### config.mk
export PLATFORM = sky130hd
export DESIGN_NAME = hbuf_ctrl_top
export DESIGN_NICKNAME = d
export VERILOG_FILES = /design/src/rtl/hbuf_pkg.sv /design/src/rtl/hbuf_req_bit.sv /design/src/rtl/hbuf_csr.sv /design/src/rtl/hbuf_seq.sv /design/src/rtl/hbuf_ctrl_top.sv
export SDC_FILE = /design/constraint.sdc
export NUM_CORES = 1
export LEC_CHECK = 0
export ABC_AREA = 1
export ABC_CLOCK_PERIOD_IN_PS = 1510
export BUFFER_PORTS_ARGS = -buffer_cell sky130_fd_sc_hd__buf_4
export CAP_MARGIN = 30
export CORE_MARGIN = 2
export CORE_UTILIZATION = 34
export DETAILED_ROUTE_END_ITERATION = 8
export PLACE_DENSITY = 0.83
export SLEW_MARGIN = 30
export SYNTH_ARGS = -nofsm -noshare
export SYNTH_HDL_FRONTEND = slang
export SYNTH_SLANG_ARGS = --single-unit
### constraint.sdc
create_clock -name clk -period 1.51 [get_ports clk]
set_clock_uncertainty 0.15 [all_clocks]
set_input_delay 0.151 -clock clk [delete_from_list [all_inputs] [get_ports clk]]
set_output_delay 0.151 -clock clk [all_outputs]
set_load 0.02 [all_outputs]
### src/rtl/hbuf_pkg.sv
package hbuf_pkg;
    localparam int REG_W  = 32;
    localparam int B_FULL = 0;
    localparam int B_DAV  = 1;
    localparam int B_RDY  = 2;
    localparam int B_PAD  = 5;
    localparam int B_DIG  = 6;
    localparam int B_DPAD = 7;
    localparam int N_REQ  = 4;
    // request bit positions, indexed by request slot
    localparam int REQ_POS [N_REQ] = '{B_DAV, B_PAD, B_DIG, B_DPAD};
    localparam int SLOT_DAV  = 0;
    localparam int SLOT_PAD  = 1;
    localparam int SLOT_DIG  = 2;
    localparam int SLOT_DPAD = 3;

    typedef enum logic [1:0] {
        ST_IDLE    = 2'd0,
        ST_LAUNCH  = 2'd1,
        ST_RUN     = 2'd2,
        ST_PUBLISH = 2'd3
    } seq_state_t;

    typedef struct packed {
        logic data;
        logic pad;
        logic dig;
    } launch_t;
endpackage

### src/rtl/hbuf_req_bit.sv
module hbuf_req_bit (
    input  logic clk,
    input  logic rst_n,
    input  logic set_i,
    input  logic clr_i,
    output logic q_o
);
    // set has priority so that no request is lost
    always_ff @(posedge clk or negedge rst_n) begin
        if (!rst_n)     q_o <= 1'b0;
        else if (set_i) q_o <= 1'b1;
        else if (clr_i) q_o <= 1'b0;
    end
endmodule

### src/rtl/hbuf_csr.sv
module hbuf_csr
    import hbuf_pkg::*;
(
    input  logic             clk,
    input  logic             rst_n,
    input  logic             bus_wr,
    input  logic [REG_W-1:0] bus_wdata,
    input  logic             clr_dav,
    input  logic             clr_pad,
    input  logic             clr_dig,
    input  logic             clr_dpad,
    input  logic             set_full,
    input  logic             ready,
    output logic [REG_W-1:0] bus_rdata,
    output logic             dav,
    output logic             pad,
    output logic             dig,
    output logic             dpad,
    output logic             full
);
    logic [N_REQ-1:0] req_set;
    logic [N_REQ-1:0] req_clr;
    logic [N_REQ-1:0] req_q;
    logic             full_clr;
    logic             wdata_unused;

    assign req_clr[SLOT_DAV]  = clr_dav;
    assign req_clr[SLOT_PAD]  = clr_pad;
    assign req_clr[SLOT_DIG]  = clr_dig;
    assign req_clr[SLOT_DPAD] = clr_dpad;

    for (genvar i = 0; i < N_REQ; i++) begin : g_req
        assign req_set[i] = bus_wr & bus_wdata[REQ_POS[i]];
        hbuf_req_bit u_bit (
            .clk   (clk),
            .rst_n (rst_n),
            .set_i (req_set[i]),
            .clr_i (req_clr[i]),
            .q_o   (req_q[i])
        );
    end

    // output-full: commit sets (priority), host write-1 clears
    assign full_clr = bus_wr & bus_wdata[B_FULL];
    hbuf_req_bit u_full (
        .clk   (clk),
        .rst_n (rst_n),
        .set_i (set_full),
        .clr_i (full_clr),
        .q_o   (full)
    );

    assign dav  = req_q[SLOT_DAV];
    assign pad  = req_q[SLOT_PAD];
    assign dig  = req_q[SLOT_DIG];
    assign dpad = req_q[SLOT_DPAD];

    assign wdata_unused = ^{bus_wdata[REG_W-1:8], bus_wdata[4:2]};

    always_comb begin
        bus_rdata         = '0;
        bus_rdata[B_FULL] = full;
        bus_rdata[B_DAV]  = dav;
        bus_rdata[B_RDY]  = ready;
        bus_rdata[B_PAD]  = pad;
        bus_rdata[B_DIG]  = dig;
        bus_rdata[B_DPAD] = dpad;
    end


    rsv_zero_chk: assert property (@(posedge clk) disable iff (!rst_n)
        (bus_rdata[4:3] == 2'b00) && (bus_rdata[REG_W-1:8] == '0));


    dav_autoclr_chk: assert property (@(posedge clk) disable iff (!rst_n)
        (clr_dav && !(bus_wr && bus_wdata[B_DAV])) |=> !dav);


    full_w1c_chk: assert property (@(posedge clk) disable iff (!rst_n)
        (bus_wr && bus_wdata[B_FULL] && !set_full) |=> !full);


    set_wins_chk: assert property (@(posedge clk) disable iff (!rst_n)
        (bus_wr && bus_wdata[B_DPAD]) |=> dpad);
endmodule

### src/rtl/hbuf_seq.sv
module hbuf_seq
    import hbuf_pkg::*;
(
    input  logic clk,
    input  logic rst_n,
    input  logic dav,
    input  logic pad,
    input  logic dig,
    input  logic full,
    input  logic core_done,
    output logic core_start,
    output logic core_data,
    output logic core_pad,
    output logic core_dig,
    output logic dig_commit,
    output logic ready,
    output logic clr_dav,
    output logic clr_pad,
    output logic clr_dig
);
    seq_state_t state_q, state_d;
    launch_t    op_q;
    logic       any_req;

    assign any_req = dav | pad | dig;

    // state register
    always_ff @(posedge clk or negedge rst_n) begin
        if (!rst_n) begin
            state_q <= ST_IDLE;
            op_q    <= '0;
        end else begin
            state_q <= state_d;
            if (state_q == ST_IDLE && any_req) begin
                op_q.data <= dav;
                op_q.pad  <= pad;
                op_q.dig  <= dig;
            end
        end
    end

    // next state
    always_comb begin
        state_d = state_q;
        unique case (state_q)
            ST_IDLE:    if (any_req)   state_d = ST_LAUNCH;
            ST_LAUNCH:                 state_d = ST_RUN;
            ST_RUN:     if (core_done) state_d = op_q.dig ? ST_PUBLISH : ST_IDLE;
            ST_PUBLISH: if (!full)     state_d = ST_IDLE;
            default:                   state_d = ST_IDLE;
        endcase
    end

    // outputs
    always_comb begin
        core_start = 1'b0;
        dig_commit = 1'b0;
        ready      = 1'b0;
        clr_dav    = 1'b0;
        clr_pad    = 1'b0;
        unique case (state_q)
            ST_IDLE: begin
                ready   = 1'b1;
                clr_dav = dav;
                clr_pad = pad;
            end
            ST_LAUNCH:  core_start = 1'b1;
            ST_RUN:     ;
            ST_PUBLISH: dig_commit = !full;
            default:    ;
        endcase
        core_data = op_q.data;
        core_pad  = op_q.pad;
        core_dig  = op_q.dig;
        clr_dig   = dig_commit;
    end


    start_pulse_chk: assert property (@(posedge clk) disable iff (!rst_n)
        core_start |=> !core_start);


    busy_after_start_chk: assert property (@(posedge clk) disable iff (!rst_n)
        core_start |=> !ready);


    commit_then_idle_chk: assert property (@(posedge clk) disable iff (!rst_n)
        dig_commit |=> ready);


    commit_needs_free_chk: assert property (@(posedge clk) disable iff (!rst_n)
        dig_commit |-> !full);
endmodule

### src/rtl/hbuf_ctrl_top.sv
module hbuf_ctrl_top
    import hbuf_pkg::*;
(
    input  logic             clk,
    input  logic             rst_n,
    input  logic             bus_wr,
    input  logic [REG_W-1:0] bus_wdata,
    output logic [REG_W-1:0] bus_rdata,
    output logic             core_start,
    output logic             core_data,
    output logic             core_pad,
    output logic             core_dig,
    input  logic             core_done,
    output logic             dig_commit,
    input  logic             dma_last,
    output logic             dma_pad
);
    logic dav, pad, dig, full, ready;
    logic clr_dav, clr_pad, clr_dig;

    hbuf_csr u_csr (
        .clk       (clk),
        .rst_n     (rst_n),
        .bus_wr    (bus_wr),
        .bus_wdata (bus_wdata),
        .clr_dav   (clr_dav),
        .clr_pad   (clr_pad),
        .clr_dig   (clr_dig),
        .clr_dpad  (dma_last),
        .set_full  (dig_commit),
        .ready     (ready),
        .bus_rdata (bus_rdata),
        .dav       (dav),
        .pad       (pad),
        .dig       (dig),
        .dpad      (dma_pad),
        .full      (full)
    );

    hbuf_seq u_seq (
        .clk        (clk),
        .rst_n      (rst_n),
        .dav        (dav),
        .pad        (pad),
        .dig        (dig),
        .full       (full),
        .core_done  (core_done),
        .core_start (core_start),
        .core_data  (core_data),
        .core_pad   (core_pad),
        .core_dig   (core_dig),
        .dig_commit (dig_commit),
        .ready      (ready),
        .clr_dav    (clr_dav),
        .clr_pad    (clr_pad),
        .clr_dig    (clr_dig)
    );


    commit_sets_full_chk: assert property (@(posedge clk) disable iff (!rst_n)
        dig_commit |=> bus_rdata[B_FULL]);


    no_start_in_reset_chk: assert property (@(posedge clk) disable iff (!rst_n)
        $rose(rst_n) |-> !core_start && !dig_commit);
endmodule

==> impl_metrics.env, run 1 <==
export IMPL_cp_slowest_cell="dlygate4sd3_1"
export IMPL_grt_pass1_vias=519
export IMPL_crit_cells=5
export IMPL_cp_cell_sequence="dlygate4sd3_1 -> buf_4 -> nand2_1 -> dlygate4sd3_1 -> o21ai_1"
export IMPL_area_growth_pct=26.1
export IMPL_numCtsBuffers=3
export IMPL_insertion_delay_ns=0.27
export IMPL_gr_total_overflow=0
export IMPL_leakage_nw=0.495
export IMPL_gp_congestion=0.716
export IMPL_root_buffer="clkbuf_4"
export IMPL_status="completed"
export IMPL_multi_input_area_um2=262
export IMPL_grt_max_degree=11
export IMPL_drv_slew=0
export IMPL_clock_sinks=10
export IMPL_max_freq_mhz=684
export IMPL_power_density_nw_per_um2=1890
export IMPL_synth_commonest_cells="buf_4, nand2_1, dfrtp_1"
export IMPL_path_common_cell="dlygate4sd3_1"
export IMPL_yosysSeqAreaShare_pct=36.0
export IMPL_finalPower_w=0.00166
export IMPL_synth_area_leader_cell="dfrtp_1"
export IMPL_drt_pass1_iterations=4
export IMPL_synthTopCellsByArea="dfrtp_1, buf_4, nand2_1"
export IMPL_setup_tns_ns=0
export IMPL_period_share_pct=96.9
export IMPL_synth_ff_latch_count=10
export IMPL_worstSetupPathType="input pin to flop"
export IMPL_synth_edf_count=0
export IMPL_post_drt_wl_per_cell_um=9.25
export IMPL_postSynth_asyncResetShare_pct=100
export IMPL_io_pins=75
export IMPL_pre_cts_slack_ns=0.294
export IMPL_cp_top_family="buffers and inverters"
export IMPL_seqCellArea_um2=253
export IMPL_ir_drop_uv=790
export IMPL_nFillCells=207
export IMPL_yosysTopAreaCellShare_pct=36.0
export IMPL_finalSetupViolCount=0
export IMPL_rsz0062_at_grt="no"
export IMPL_vias=551
export IMPL_drive_gt1_share_pct=29.8
export IMPL_start_util_pct=35.8
export IMPL_drt_total_wl_mm=1.30
export IMPL_syn_area_um2=696
export IMPL_syn_instance_count=86
export IMPL_min_delay_path_class="input pin to flop"
export IMPL_diodes=0
export IMPL_fin_ws_ns=0.0471
export IMPL_maxCapViolations=0
export IMPL_nNetsFinal=152
export IMPL_antenna_found_initial=0
export IMPL_synth_most_common_cell="buf_4"
export IMPL_arrival_ns=1.47
export IMPL_htreeDepth=1
export IMPL_drt_initial_drc_count=10
export IMPL_synth_warnings=0
export IMPL_tritoncts="done"
export IMPL_grt_pass1_wl_mm=2.19
export IMPL_crit_buf_inv=3
export IMPL_hold_viol_final=0
export IMPL_fp_dieW_um=49.2
export IMPL_synth_ff_type="dfrtp_1"
export IMPL_fp_dieH_um=49.2
export IMPL_coreArea_um2=1940
export IMPL_critPathRequiredTime_ns=1.51
export IMPL_path_clk_slew_ns=0.07
export IMPL_end_kind="flop"
export IMPL_io_buffers=21
export IMPL_syn_avg_cell_area_um2=8.09
export IMPL_final_core_util_pct=45.2
export IMPL_synthDistinctLibCells=13
export IMPL_slowest_delay_ns=0.54
export IMPL_dieArea_um2=2420
export IMPL_ant_nets=0
export IMPL_reg2regPathDepth=3
export IMPL_viasPerCell=3.91
export IMPL_hpwl_mm=1.04
export IMPL_layout_min_cycle_time_ns=1.46
export IMPL_path_max_fanout=1
export IMPL_critPathLaunchType="input pin"
export IMPL_drc=0
export IMPL_hold_path_depth=3
export IMPL_clock_path_buffers=2
export IMPL_fp_row_count=16
export IMPL_grt_util_all_layers_pct=12.0
final timing paths:
kind                                               start                  endpoint  slack (ns)
worst min register to register            u_seq.core_pad            u_seq.core_pad        0.36
max in group asynchronous                          rst_n          u_seq.state_q[1]        0.95
worst max register to register  u_csr.g_req[3].u_bit.q_o  u_csr.g_req[3].u_bit.q_o        0.20
worst max-delay path                        bus_wdata[1]  u_csr.g_req[0].u_bit.q_o        0.05
worst min-delay path                        bus_wdata[0]          u_csr.u_full.q_o        0.02
min in group asynchronous                          rst_n  u_csr.g_req[1].u_bit.q_o        0.10
tightest hold or removal path: stages:
cell and delay [ns]:
buf_4 0.11, nand2_1 0.05, a21o_1 0.10
state kept, by name (all words and copies together) (netlist names):
| signal | count |
|---|---|
| u_csr.g_req.u_bit.q_o | 4 |
| u_seq.state_q | 2 |
| u_csr.u_full.q_o | 1 |
| u_seq.core_data | 1 |
| u_seq.core_dig | 1 |
| u_seq.core_pad | 1 |
timing repair:
item,4_1_cts,5_1_grt
resized for setup,1,3
hold buffers,9,0
hold endpoints to repair,14,0
setup endpoints to repair,1,3
buffers inserted,0,1
cell usage in the layout (no fill, tap or decap), drive strengths merged:
master and instances:
a21o 1, dlygate4sd3 9, nor2 2, conb 26, clkbuf 4, dfrtp 10, nor3 1, inv 10
buf 22, o21ai 7, nand3 6, nand2 16
final cells by class:
cell class	count	share of cell area [%]
multi-input cells	59	29.8
repair buffers	31	29.1
flip-flops and latches	10	28.8
inverters	10	4.28
clock buffers	4	4.14
well taps	27	3.85
layer usage:
metal  GRT usage (%)  up-vias  share of wire [%]
li1                -      262                  -
met1            12.2      251                 36
met2            21.6       34                 53
met3            2.45        4                8.4
met4            8.57        0                2.2
met5               0        -                  0
stage by stage:
stage	hold slack [ns]	cells	instance area [um2]
finish	0.0231	141	877
global route	0.0369	141	877
CTS	0.0193	140	868
detailed placement	-0.162	127	741
global placement	-0.167	127	741
floorplan	-0.295	111	790
cell families (layout without fill, tap and decap cells):
logic type / count (synthesis) / count (layout) / share of synthesized area, %
flops: 10 / 10 / 36.0
compound gates: 8 / 8 / 6.11
other cells: 1 / 26 / 0.539
simple gates: 25 / 25 / 17.4
buf+inv: 42 / 45 / 39.9
report_power, final:
part           switching [W]  internal (W)
clock network      0.0000966      0.000147
logic               0.000546      0.000348
registers           0.000120      0.000398
Power figures use the tool's default switching activity.
==> run 2, diff against run 1 <==
--- a/config.mk
+++ b/config.mk
@@ -13,6 +13,7 @@
 export CORE_UTILIZATION = 34
 export DETAILED_ROUTE_END_ITERATION = 8
 export PLACE_DENSITY = 0.83
+export RECOVER_POWER = 25
 export SLEW_MARGIN = 30
 export SYNTH_ARGS = -nofsm -noshare
 export SYNTH_HDL_FRONTEND = slang
==> run 2 against run 1 <==
Sequential power barely moved. First-iteration DRC count did not move. Core utilization fell by 0.19 points. Largest cell class unchanged. Clock power barely moved. Critical path depth did not move. Die area did not move. Largest power group unchanged.
==> impl_metrics.env, run 2 (synthesis gave the netlist of run 1 again) <==
export IMPL_status="completed"
export IMPL_arrival_ns=1.47
export IMPL_start_util_pct=35.8
export IMPL_r2r_start="u_csr.g_req[3].u_bit.q_o"
export IMPL_diodes=0
export IMPL_hold_viol_final=0
export IMPL_reg_top3="u_csr.g_req.u_bit.q_o x4, u_seq.state_q x2"
export IMPL_grt_max_degree=11
export IMPL_tritoncts="done"
export IMPL_pre_cts_slack_ns=0.294
export IMPL_fin_ws_ns=0.0471
export IMPL_worstSetupPathType="input pin to flop"
export IMPL_hold_start="bus_wdata[0]"
export IMPL_maxCapViolations=0
export IMPL_fp_dieW_um=49.2
export IMPL_dieArea_um2=2420
export IMPL_drv_slew=0
export IMPL_leakage_nw=0.492
export IMPL_max_freq_mhz=684
export IMPL_clock_sinks=10
export IMPL_vias=551
export IMPL_setup_tns_ns=0
export IMPL_layout_min_cycle_time_ns=1.46
export IMPL_power_density_nw_per_um2=1890
export IMPL_ant_nets=0
export IMPL_nNetsFinal=152
export IMPL_layout_common_cells="conb_1, buf_4, nand2_1, dlygate4sd3_1, dfrtp_1"
export IMPL_viasPerCell=3.91
export IMPL_top_register="u_csr.g_req.u_bit.q_o"
export IMPL_max_slew_margin_rel_pct=63.2
export IMPL_io_pins=75
export IMPL_netSwitchingFraction_pct=46.1
export IMPL_drt_initial_drc_count=10
export IMPL_path_clk_slew_ns=0.07
export IMPL_area_growth_pct=25.5
export IMPL_coreArea_um2=1940
export IMPL_timing_critical_path_from="bus_wdata[1]"
export IMPL_fp_row_count=16
export IMPL_gr_total_overflow=0
export IMPL_final_core_util_pct=45.0
export IMPL_end_kind="flop"
export IMPL_path_max_fanout=1
export IMPL_drc=0
export IMPL_fp_dieH_um=49.2
export IMPL_placed_cells=127
export IMPL_intPower_w=0.000892
export IMPL_p_switching_w=0.000763
export IMPL_critPathLaunchType="input pin"
export IMPL_clock_path_buffers=2
export IMPL_min_delay_path_class="input pin to flop"
export IMPL_final_common_cell="conb_1"
export IMPL_drive_gt1_share_pct=28.9
export IMPL_antenna_found_initial=0
export IMPL_ir_drop_uv=790
export IMPL_drt_total_wl_mm=1.30
export IMPL_p_clk_share_pct=14.7
export IMPL_numCtsBuffers=3
export IMPL_grt_pass1_vias=519
export IMPL_grt_pass1_wl_mm=2.19
export IMPL_layoutNonFillerInstCount=141
export IMPL_combPwrFrac_pct=54.0
export IMPL_io_buffers=21
export IMPL_drt_pass1_iterations=4
export IMPL_period_share_pct=96.9
export IMPL_root_buffer="clkbuf_4"
export IMPL_reg2reg_slack_ns=0.20
export IMPL_post_drt_wl_per_cell_um=9.23
export IMPL_insertion_delay_ns=0.27
export IMPL_finalSetupViolCount=0
export IMPL_seqPwrFrac_pct=31.4
export IMPL_critPathRequiredTime_ns=1.52
export IMPL_hpwl_mm=1.04
export IMPL_whs_ns=0.0231
export IMPL_htreeDepth=1
export IMPL_largest_reg_flops=4
export IMPL_rsz0062_at_grt="no"
export IMPL_grt_util_all_layers_pct=12.0
export IMPL_gp_congestion=0.716
export IMPL_tightest_slew_ns=0.551
-- run 2: cell types whose count changed in the layout (fill, tap and decap cells not counted), sizes merged --
cell,previous run,this run
buf,22,21
clkbuf,4,5
-- run 2: critical path, cell delays in order --
cell and delay [ns]:
dlygate4sd3_1 0.54, buf_4 0.13, nand2_1 0.04, dlygate4sd3_1 0.54, o21ai_1 0.06
-- run 2: per-stage QoR --
step | power [W] | cell area [um2]
floorplan | 0.00119 | 790
global placement | 0.00133 | 741
detailed placement | 0.00138 | 741
CTS | 0.00164 | 868
global route | 0.00178 | 873
finish | 0.00165 | 873
-- run 2: metal layers --
layer | GRT usage [%] | share of wire [%] | vias to the layer above
met2 | 21.6 | 53 | 34
met1 | 12.2 | 36 | 251
li1 | - | - | 262
met3 | 2.45 | 8.4 | 4
met5 | 0 | 0 | -
met4 | 8.57 | 2.2 | 0
-- run 2: final cells by class --
class	count	area [um2]
tap	27	33.8
multi-input combinational	59	262
timing repair buffer	31	251
sequential	10	253
fill	206	1070
clock buffer	4	36.3
inverter	10	37.5
-- run 2: power groups by stage --
stage | logic [W] | clock network (W) | registers (W)
floorplan | 0.000638 | 0 | 0.000551
global placement | 0.000811 | 0 | 0.000518
detailed placement | 0.000850 | 0 | 0.000526
CTS | 0.000869 | 0.000249 | 0.000524
global route | 0.000977 | 0.000265 | 0.000541
finish | 0.000893 | 0.000243 | 0.000519
-- run 2: worst paths after layout --
path,endpoint,cells after the start
worst min-delay path,u_csr.u_full.q_o,3
worst max register to register,u_csr.g_req[3].u_bit.q_o,3
max in group asynchronous,u_seq.state_q[1],2
worst max-delay path,u_csr.g_req[0].u_bit.q_o,5
min in group asynchronous,u_csr.g_req[1].u_bit.q_o,2
worst min register to register,u_seq.core_data,2
-- run 2: repair_timing --
item | in CTS | in global routing
setup endpoints to repair | 1 | 3
resized for setup | 1 | 3
pin swaps | 0 | 0
hold endpoints to repair | 14 | 0
setup buffers | 0 | 1
hold buffers | 9 | 0
